==> src/rtl/frame_pkt_seq_pkg.sv <==
package frame_pkt_seq_pkg;

  localparam int DT_W = 6;

  localparam logic [DT_W-1:0] DT_VSYNC_START = 6'h01;
  localparam logic [DT_W-1:0] DT_VSYNC_END   = 6'h11;
  localparam logic [DT_W-1:0] DT_HSYNC_START = 6'h21;
  localparam logic [DT_W-1:0] DT_HSYNC_END   = 6'h31;
  localparam logic [DT_W-1:0] DT_BLANK       = 6'h19;
  localparam logic [DT_W-1:0] DT_NULL        = 6'h09;

  typedef enum logic [2:0] {
    STEP_START = 3'd0,
    STEP_HSA   = 3'd1,
    STEP_END   = 3'd2,
    STEP_HBP   = 3'd3,
    STEP_PIX   = 3'd4,
    STEP_TAIL  = 3'd5
  } seqStep_t;

  typedef struct packed {
    seqStep_t step;
    logic     lineDone;
  } seqCtl_t;

endpackage

==> src/rtl/frame_pkt_seq_ctrl.sv <==
module frame_pkt_seq_ctrl
  import frame_pkt_seq_pkg::*;
(
  input  logic       clk,
  input  logic       rstN,
  input  logic [1:0] vidMode,
  input  logic       isActive,
  input  logic       reqAck,
  output logic       reqValid,
  output seqCtl_t    ctl
);

  seqStep_t step, stepNext;
  logic running;
  logic advance;
  logic pulseMode;

  assign pulseMode = (vidMode == 2'd0);
  assign advance   = running && reqAck;
  assign reqValid  = running;

  always_comb begin
    stepNext = step;
    unique case (step)
      STEP_START: stepNext = pulseMode ? STEP_HSA : (isActive ? STEP_HBP : STEP_TAIL);
      STEP_HSA:   stepNext = STEP_END;
      STEP_END:   stepNext = isActive ? STEP_HBP : STEP_TAIL;
      STEP_HBP:   stepNext = STEP_PIX;
      STEP_PIX:   stepNext = STEP_TAIL;
      STEP_TAIL:  stepNext = STEP_START;
      default:    stepNext = STEP_START;
    endcase
  end

  always_ff @(posedge clk) begin
    if (!rstN) begin
      running <= 1'b0;
      step    <= STEP_START;
    end else begin
      running <= 1'b1;
      if (advance) step <= stepNext;
    end
  end

  always_comb begin
    ctl.step     = step;
    ctl.lineDone = advance && (step == STEP_TAIL);
  end

  // accepted sync-width packet is always followed by the sync end step
  assert_pulse_order_R3: assert property (@(posedge clk) disable iff (!rstN)
    (reqValid && reqAck && step == STEP_HSA) |=> (step == STEP_END));

  // outside sync-pulse mode no sync-width or sync-end step is presented
  assert_event_start_only_R4: assert property (@(posedge clk) disable iff (!rstN)
    (vidMode != 2'd0) |-> !(step == STEP_HSA || step == STEP_END));

endmodule

==> src/rtl/frame_pkt_seq_dp.sv <==
module frame_pkt_seq_dp
  import frame_pkt_seq_pkg::*;
#(
  parameter int VPORCH_W = 8,
  parameter int VACT_W   = 14,
  parameter int BYTES_W  = 16
) (
  input  logic                clk,
  input  logic                rstN,
  input  seqCtl_t             ctl,
  input  logic [1:0]          vidMode,
  input  logic [VPORCH_W-1:0] vbpLines,
  input  logic [VACT_W-1:0]   vactLines,
  input  logic [VPORCH_W-1:0] vfpLines,
  input  logic [BYTES_W-1:0]  hsaBytes,
  input  logic [BYTES_W-1:0]  hbpBytes,
  input  logic [BYTES_W-1:0]  hfpBytes,
  input  logic [BYTES_W-1:0]  bllpBytes,
  input  logic [BYTES_W-1:0]  pixelBytes,
  input  logic [DT_W-1:0]     pixelDataType,
  input  logic                bllpLowPower,
  input  logic                bllpUseNull,
  output logic                isActive,
  output logic [DT_W-1:0]     reqDataType,
  output logic [BYTES_W-1:0]  reqByteCount,
  output logic                reqLowPower
);

  localparam int LINE_W = ((VACT_W > VPORCH_W) ? VACT_W : VPORCH_W) + 2;

  logic [LINE_W-1:0] lineIdx;
  logic [LINE_W-1:0] vbpExt, activeEnd, frameLines;
  logic firstLine, lastLine, burstMode;

  assign vbpExt     = LINE_W'(vbpLines);
  assign activeEnd  = vbpExt + LINE_W'(vactLines);
  assign frameLines = activeEnd + LINE_W'(vfpLines);
  assign firstLine  = (lineIdx == '0);
  assign lastLine   = ((lineIdx + LINE_W'(1)) >= frameLines);
  assign isActive   = (lineIdx >= vbpExt) && (lineIdx < activeEnd);
  assign burstMode  = vidMode[1];

  always_ff @(posedge clk) begin
    if (!rstN) begin
      lineIdx <= '0;
    end else if (ctl.lineDone) begin
      lineIdx <= lastLine ? '0 : lineIdx + LINE_W'(1);
    end
  end

  always_comb begin
    reqDataType  = '0;
    reqByteCount = '0;
    reqLowPower  = 1'b0;
    unique case (ctl.step)
      STEP_START: reqDataType = firstLine ? DT_VSYNC_START : DT_HSYNC_START;
      STEP_END:   reqDataType = firstLine ? DT_VSYNC_END : DT_HSYNC_END;
      STEP_HSA: begin
        reqDataType  = DT_BLANK;
        reqByteCount = hsaBytes;
      end
      STEP_HBP: begin
        reqDataType  = DT_BLANK;
        reqByteCount = hbpBytes;
      end
      STEP_PIX: begin
        reqDataType  = pixelDataType;
        reqByteCount = pixelBytes;
      end
      STEP_TAIL: begin
        if (isActive && !burstMode) begin
          reqDataType  = DT_BLANK;
          reqByteCount = hfpBytes;
        end else if (bllpLowPower) begin
          reqLowPower = 1'b1;
        end else begin
          reqDataType  = bllpUseNull ? DT_NULL : DT_BLANK;
          reqByteCount = bllpBytes;
        end
      end
      default: ;
    endcase
  end

  // a pixel request only ever appears on an active line
  assert_pixel_on_active_R5: assert property (@(posedge clk) disable iff (!rstN)
    (ctl.step == STEP_PIX) |-> isActive);

  // a low-power interval is only requested in the closing step of a line
  assert_lp_in_tail_R8: assert property (@(posedge clk) disable iff (!rstN)
    reqLowPower |-> (ctl.step == STEP_TAIL && bllpLowPower));

endmodule

==> src/rtl/frame_pkt_seq.sv <==
module frame_pkt_seq
  import frame_pkt_seq_pkg::*;
#(
  parameter int VPORCH_W = 8,
  parameter int VACT_W   = 14,
  parameter int BYTES_W  = 16
) (
  input  logic                clk,
  input  logic                rstN,
  input  logic [1:0]          vidMode,
  input  logic [VPORCH_W-1:0] vbpLines,
  input  logic [VACT_W-1:0]   vactLines,
  input  logic [VPORCH_W-1:0] vfpLines,
  input  logic [BYTES_W-1:0]  hsaBytes,
  input  logic [BYTES_W-1:0]  hbpBytes,
  input  logic [BYTES_W-1:0]  hfpBytes,
  input  logic [BYTES_W-1:0]  bllpBytes,
  input  logic [BYTES_W-1:0]  pixelBytes,
  input  logic [5:0]          pixelDataType,
  input  logic                bllpLowPower,
  input  logic                bllpUseNull,
  input  logic                reqAck,
  output logic                reqValid,
  output logic [5:0]          reqDataType,
  output logic [BYTES_W-1:0]  reqByteCount,
  output logic                reqLowPower
);

  seqCtl_t ctl;
  logic isActive;

  frame_pkt_seq_ctrl uCtrl (
    .clk      (clk),
    .rstN     (rstN),
    .vidMode  (vidMode),
    .isActive (isActive),
    .reqAck   (reqAck),
    .reqValid (reqValid),
    .ctl      (ctl)
  );

  frame_pkt_seq_dp #(
    .VPORCH_W (VPORCH_W),
    .VACT_W   (VACT_W),
    .BYTES_W  (BYTES_W)
  ) uDp (
    .clk           (clk),
    .rstN          (rstN),
    .ctl           (ctl),
    .vidMode       (vidMode),
    .vbpLines      (vbpLines),
    .vactLines     (vactLines),
    .vfpLines      (vfpLines),
    .hsaBytes      (hsaBytes),
    .hbpBytes      (hbpBytes),
    .hfpBytes      (hfpBytes),
    .bllpBytes     (bllpBytes),
    .pixelBytes    (pixelBytes),
    .pixelDataType (pixelDataType),
    .bllpLowPower  (bllpLowPower),
    .bllpUseNull   (bllpUseNull),
    .isActive      (isActive),
    .reqDataType   (reqDataType),
    .reqByteCount  (reqByteCount),
    .reqLowPower   (reqLowPower)
  );

  // a stalled request keeps all of its fields
  assert_hold_on_stall_R10: assert property (@(posedge clk) disable iff (!rstN)
    (reqValid && !reqAck) |=> (reqValid && $stable(reqDataType)
                               && $stable(reqByteCount) && $stable(reqLowPower)));

  // the first request presented after reset is a vertical sync start
  assert_first_vsync_R1: assert property (@(posedge clk) disable iff (!rstN)
    $rose(reqValid) |-> (reqDataType == DT_VSYNC_START && reqByteCount == '0 && !reqLowPower));

endmodule

==> config.mk <==
export PLATFORM = sky130hd
export DESIGN_NAME = frame_pkt_seq
export DESIGN_NICKNAME = d
export VERILOG_FILES = /design/src/rtl/frame_pkt_seq_pkg.sv /design/src/rtl/frame_pkt_seq_ctrl.sv /design/src/rtl/frame_pkt_seq_dp.sv /design/src/rtl/frame_pkt_seq.sv
export SDC_FILE = /design/constraint.sdc
export NUM_CORES = 1
export LEC_CHECK = 0
export BUFFER_PORTS_ARGS = -buffer_cell sky130_fd_sc_hd__buf_2
export CORE_MARGIN = 4
export CORE_UTILIZATION = 54
export CTS_CLUSTER_DIAMETER = 150
export DETAILED_ROUTE_END_ITERATION = 6
export MAX_ROUTING_LAYER = met4
export PLACE_DENSITY_LB_ADDON = 0.12
export REMOVE_ABC_BUFFERS = 1
export SLEW_MARGIN = 40
export SYNTH_ARGS = -nofsm -noshare
export SYNTH_HDL_FRONTEND = slang
export SYNTH_SLANG_ARGS = --single-unit
==> constraint.sdc <==
create_clock -name clk -period 14.35 [get_ports clk]
set_clock_uncertainty 0.2 [all_clocks]
set_input_delay 0.7175 -clock clk [delete_from_list [all_inputs] [get_ports clk]]
set_output_delay 0.7175 -clock clk [all_outputs]
set_load 0.02 [all_outputs]
==> run summary <==
result of the run: finished clean
FF+latch count, synth: 20
Post-synth EDFFs: 0
relative slew slack: 46.8%
syn_area_per_cell: 7.61 um^2
via count of the first global-routing pass: 3717
non-filler cells, final: 689
largest net degree at the start of global routing: 28
Cell Rows: 29
share of layout cells above drive strength 1: 27.3%
Max rail drop VDD: 0.0000285 V
Final ANT Viol Nets: 0
# hold bufs at CTS: 0
post-route cell area: 4460 um^2
Iter 0 DRT Violations: 276
htree depth: 1
clk buf depth: 2
Avg WL per Cell: 15.9 um
total die area: 8180 um^2
CP max FO: 16
Setup Viol. Count Final: 0
GRT Residual Overflow: 0
DRC: 0
vias per cell: 5.89
Final Slew Violations: 0
Worst Path Required: 13.43 ns
clk_lat worst skew: 0.26 ns
worst-margin pin slew: 0.798 ns
Core Area: 6460 um^2
Setup CP Type: in2out
CTS tree: yes
clock share of power: 18.3%
fin crit period: 5.97 ns
CTS-repair resized insts: 0
CTS root buffer: clkbuf_8
Core Util, Final: 69.1%
Area after DPL: 4400 um^2
total CTS buffers: 3
placed cells: 684
fmax: 167 MHz
Max-Cap Viols: 0
critical path data arrival time: 5.06 ns
Net Sw Frac: 39.1%
Synth Flop Type: dfxtp_1
synth unique cells: 63
Multi-input gate area: 3050 um^2
initial antenna violation count: 0
Worst setup EP type: output port
unrepaired setup endpoints after global routing: false
setup TNS: 0 ns
Seq pwr share: 24.7%
initial core utilization: 56.8%
final wirelength: 11000 um
worst min path class: reg2reg
Final Hold Vio Count: 0
Worst setup SP type: input pin
yosys warns: 0
synthesized cell area: 3670 um^2
clk slew on worst S/H paths: 0.07 ns
via count: 4058
Power Dens Cells: 51.8 nW/um^2
die width: 90.4 um
TritonRoute pass-1 iters: 5
All-Layer GR Usage: 26.3%
CTS Sinks: 20
sequential area share after synthesis: 10.9%
Register Area: 400 um^2
Syn Inst Count: 482
Post-CTS Setup Bufs: 0
global-route wire length before repair: 18000 um
I/O pins: 147
Logic pwr share: 57.0%
Placer Congestion: 0.912
Die Y: 90.4 um
synthesis-to-layout area growth: 21.7%
period utilisation layout: 41.6%
Port-buffer cells: 146
Fillers: 573
Leak: 2.26 nW
Detail Placement HPWL: 9140 um
ANT cells: 0
Final #Nets: 795
Psw: 90.5 uW
Internal Power: 141 uW
FFs w/ async S/R, synth: 0%
-- placed cells by master (no fill, tap or decap), types with 3 or more instances in the layout --
| cell | netlist | routed |
|---|---|---|
| a211oi_1 | 9 | 9 |
| a21boi_0 | 3 | 3 |
| a21o_1 | 13 | 13 |
| a21oi_1 | 25 | 25 |
| a221o_1 | 14 | 14 |
| a2bb2oi_1 | 3 | 3 |
| a31o_2 | 3 | 3 |
| and2_1 | 4 | 4 |
| and3_1 | 12 | 12 |
| buf_2 | 1 | 146 |
| buf_4 | 0 | 3 |
| clkbuf_8 | 0 | 4 |
| dfxtp_1 | 20 | 20 |
| ha_1 | 57 | 57 |
| inv_1 | 27 | 27 |
| mux2i_1 | 16 | 16 |
| nand2_1 | 49 | 49 |
| nand2b_1 | 10 | 10 |
| nand3_1 | 23 | 23 |
| nand3b_1 | 3 | 3 |
| nand4_1 | 6 | 6 |
| nand4b_1 | 3 | 3 |
| nor2_1 | 25 | 25 |
| nor2b_1 | 3 | 3 |
| nor3_1 | 9 | 9 |
| nor3b_1 | 3 | 3 |
| nor4_1 | 5 | 5 |
| o211ai_1 | 7 | 7 |
| o21ai_0 | 29 | 29 |
| or3_1 | 3 | 3 |
| or4_1 | 4 | 4 |
| xnor2_1 | 21 | 21 |
| xor2_1 | 16 | 16 |
-- stage by stage --
step / total power, mW / setup slack [ns] / hold WS, ns
2_1_floorplan: 0.147 / 9.22 / 0.283
3_3_place_gp: 0.186 / 8.56 / 0.316
3_5_place_dp: 0.190 / 8.43 / 0.337
4_1_cts: 0.233 / 8.41 / 0.347
5_1_grt: 0.251 / 8.00 / 0.382
6_report: 0.231 / 8.38 / 0.355
-- routing by layer --
layer / track usage [%] / vias up / part of all wire [%]
met5: - / - / 0
met4: 3.57 / 0 / 0.79
met3: 3.42 / 10 / 4.8
met2: 45.1 / 119 / 50
met1: 34.0 / 1884 / 44
li1: - / 2045 / -
-- critical path, stage by stage --
cell and delay, ns:
buf_2 0.11, ha_1 0.22, fa_1 0.41, a21oi_1 0.21, o2111ai_1 0.21, a21oi_1 0.19
o21bai_1 0.14, nand3_1 0.13, xor2_1 0.33, ha_1 0.31, nand3_1 0.11, o22ai_1 0.10
a2111oi_0 0.48, nand2b_1 0.13, a21oi_2 0.23, and2_1 0.58, a221o_1 0.27, buf_2 0.17
-- path summary, 6_finish.rpt --
path	to	from	slack [ns]	cells after the start
max reg2reg	uDp.lineIdx[7]	uDp.lineIdx[2]	10.45	13
min	uDp.lineIdx[1]	uDp.lineIdx[1]	0.35	2
min reg2reg	uDp.lineIdx[1]	uDp.lineIdx[1]	0.35	2
max	reqByteCount[12]	vbpLines[0]	8.38	18
-- cell families (layout without fill, tap and decap cells) --
kind of cell	after synthesis	count (layout)	share of synthesized area, %
other	1	1	0.102
flip-flops	20	20	10.9
AO/OA/AOI/OAI	128	128	25.0
XOR/XNOR	37	37	8.83
multiplexers	16	16	4.36
buffers and inverters	51	181	5.86
AND/OR/NAND/NOR	169	169	24.1
adder cells (fa/ha/maj)	60	60	20.8
-- state kept, by name (all words and copies together) (netlist names) --
| name | flops |
|---|---|
| uCtrl.step | 3 |
| uCtrl.reqValid | 1 |
| uDp.lineIdx | 16 |
-- power groups by stage --
| stage | Clock [mW] | Sequential (mW) | Combinational, mW |
|---|---|---|---|
| detailed placement | 0 | 0.0585 | 0.131 |
| floorplan | 0 | 0.0590 | 0.0879 |
| finish | 0.0423 | 0.0572 | 0.132 |
| global placement | 0 | 0.0585 | 0.127 |
| global route | 0.0460 | 0.0574 | 0.148 |
| CTS | 0.0432 | 0.0572 | 0.132 |
-- Yosys cell counts (all sizes together) (9+ instances only) --
cell	instances	share of area, %
a21oi	26	3.6
a21o	13	2.7
xnor2	21	5.0
nand2b	10	1.7
nor2	25	2.6
nand3	23	3.1
o21ai	29	4.0
a211oi	9	1.8
xor2	16	3.8
inv	28	2.9
dfxtp	20	11
ha	57	19
a221o	16	4.4
nor3	9	1.2
nand2	49	5.0
and3	12	2.0
mux2i	16	4.4
clkbuf	17	1.7
-- final cells by class --
type                            count  area share [%]
Clock buffer                        4            1.23
Timing Repair Buffer              149            16.9
Sequential cell                    20            8.97
Multi-Input combinational cell    411            68.4
Tap cell                           77            2.16
Inverter                           28            2.35
Power figures use the tool's default switching activity.
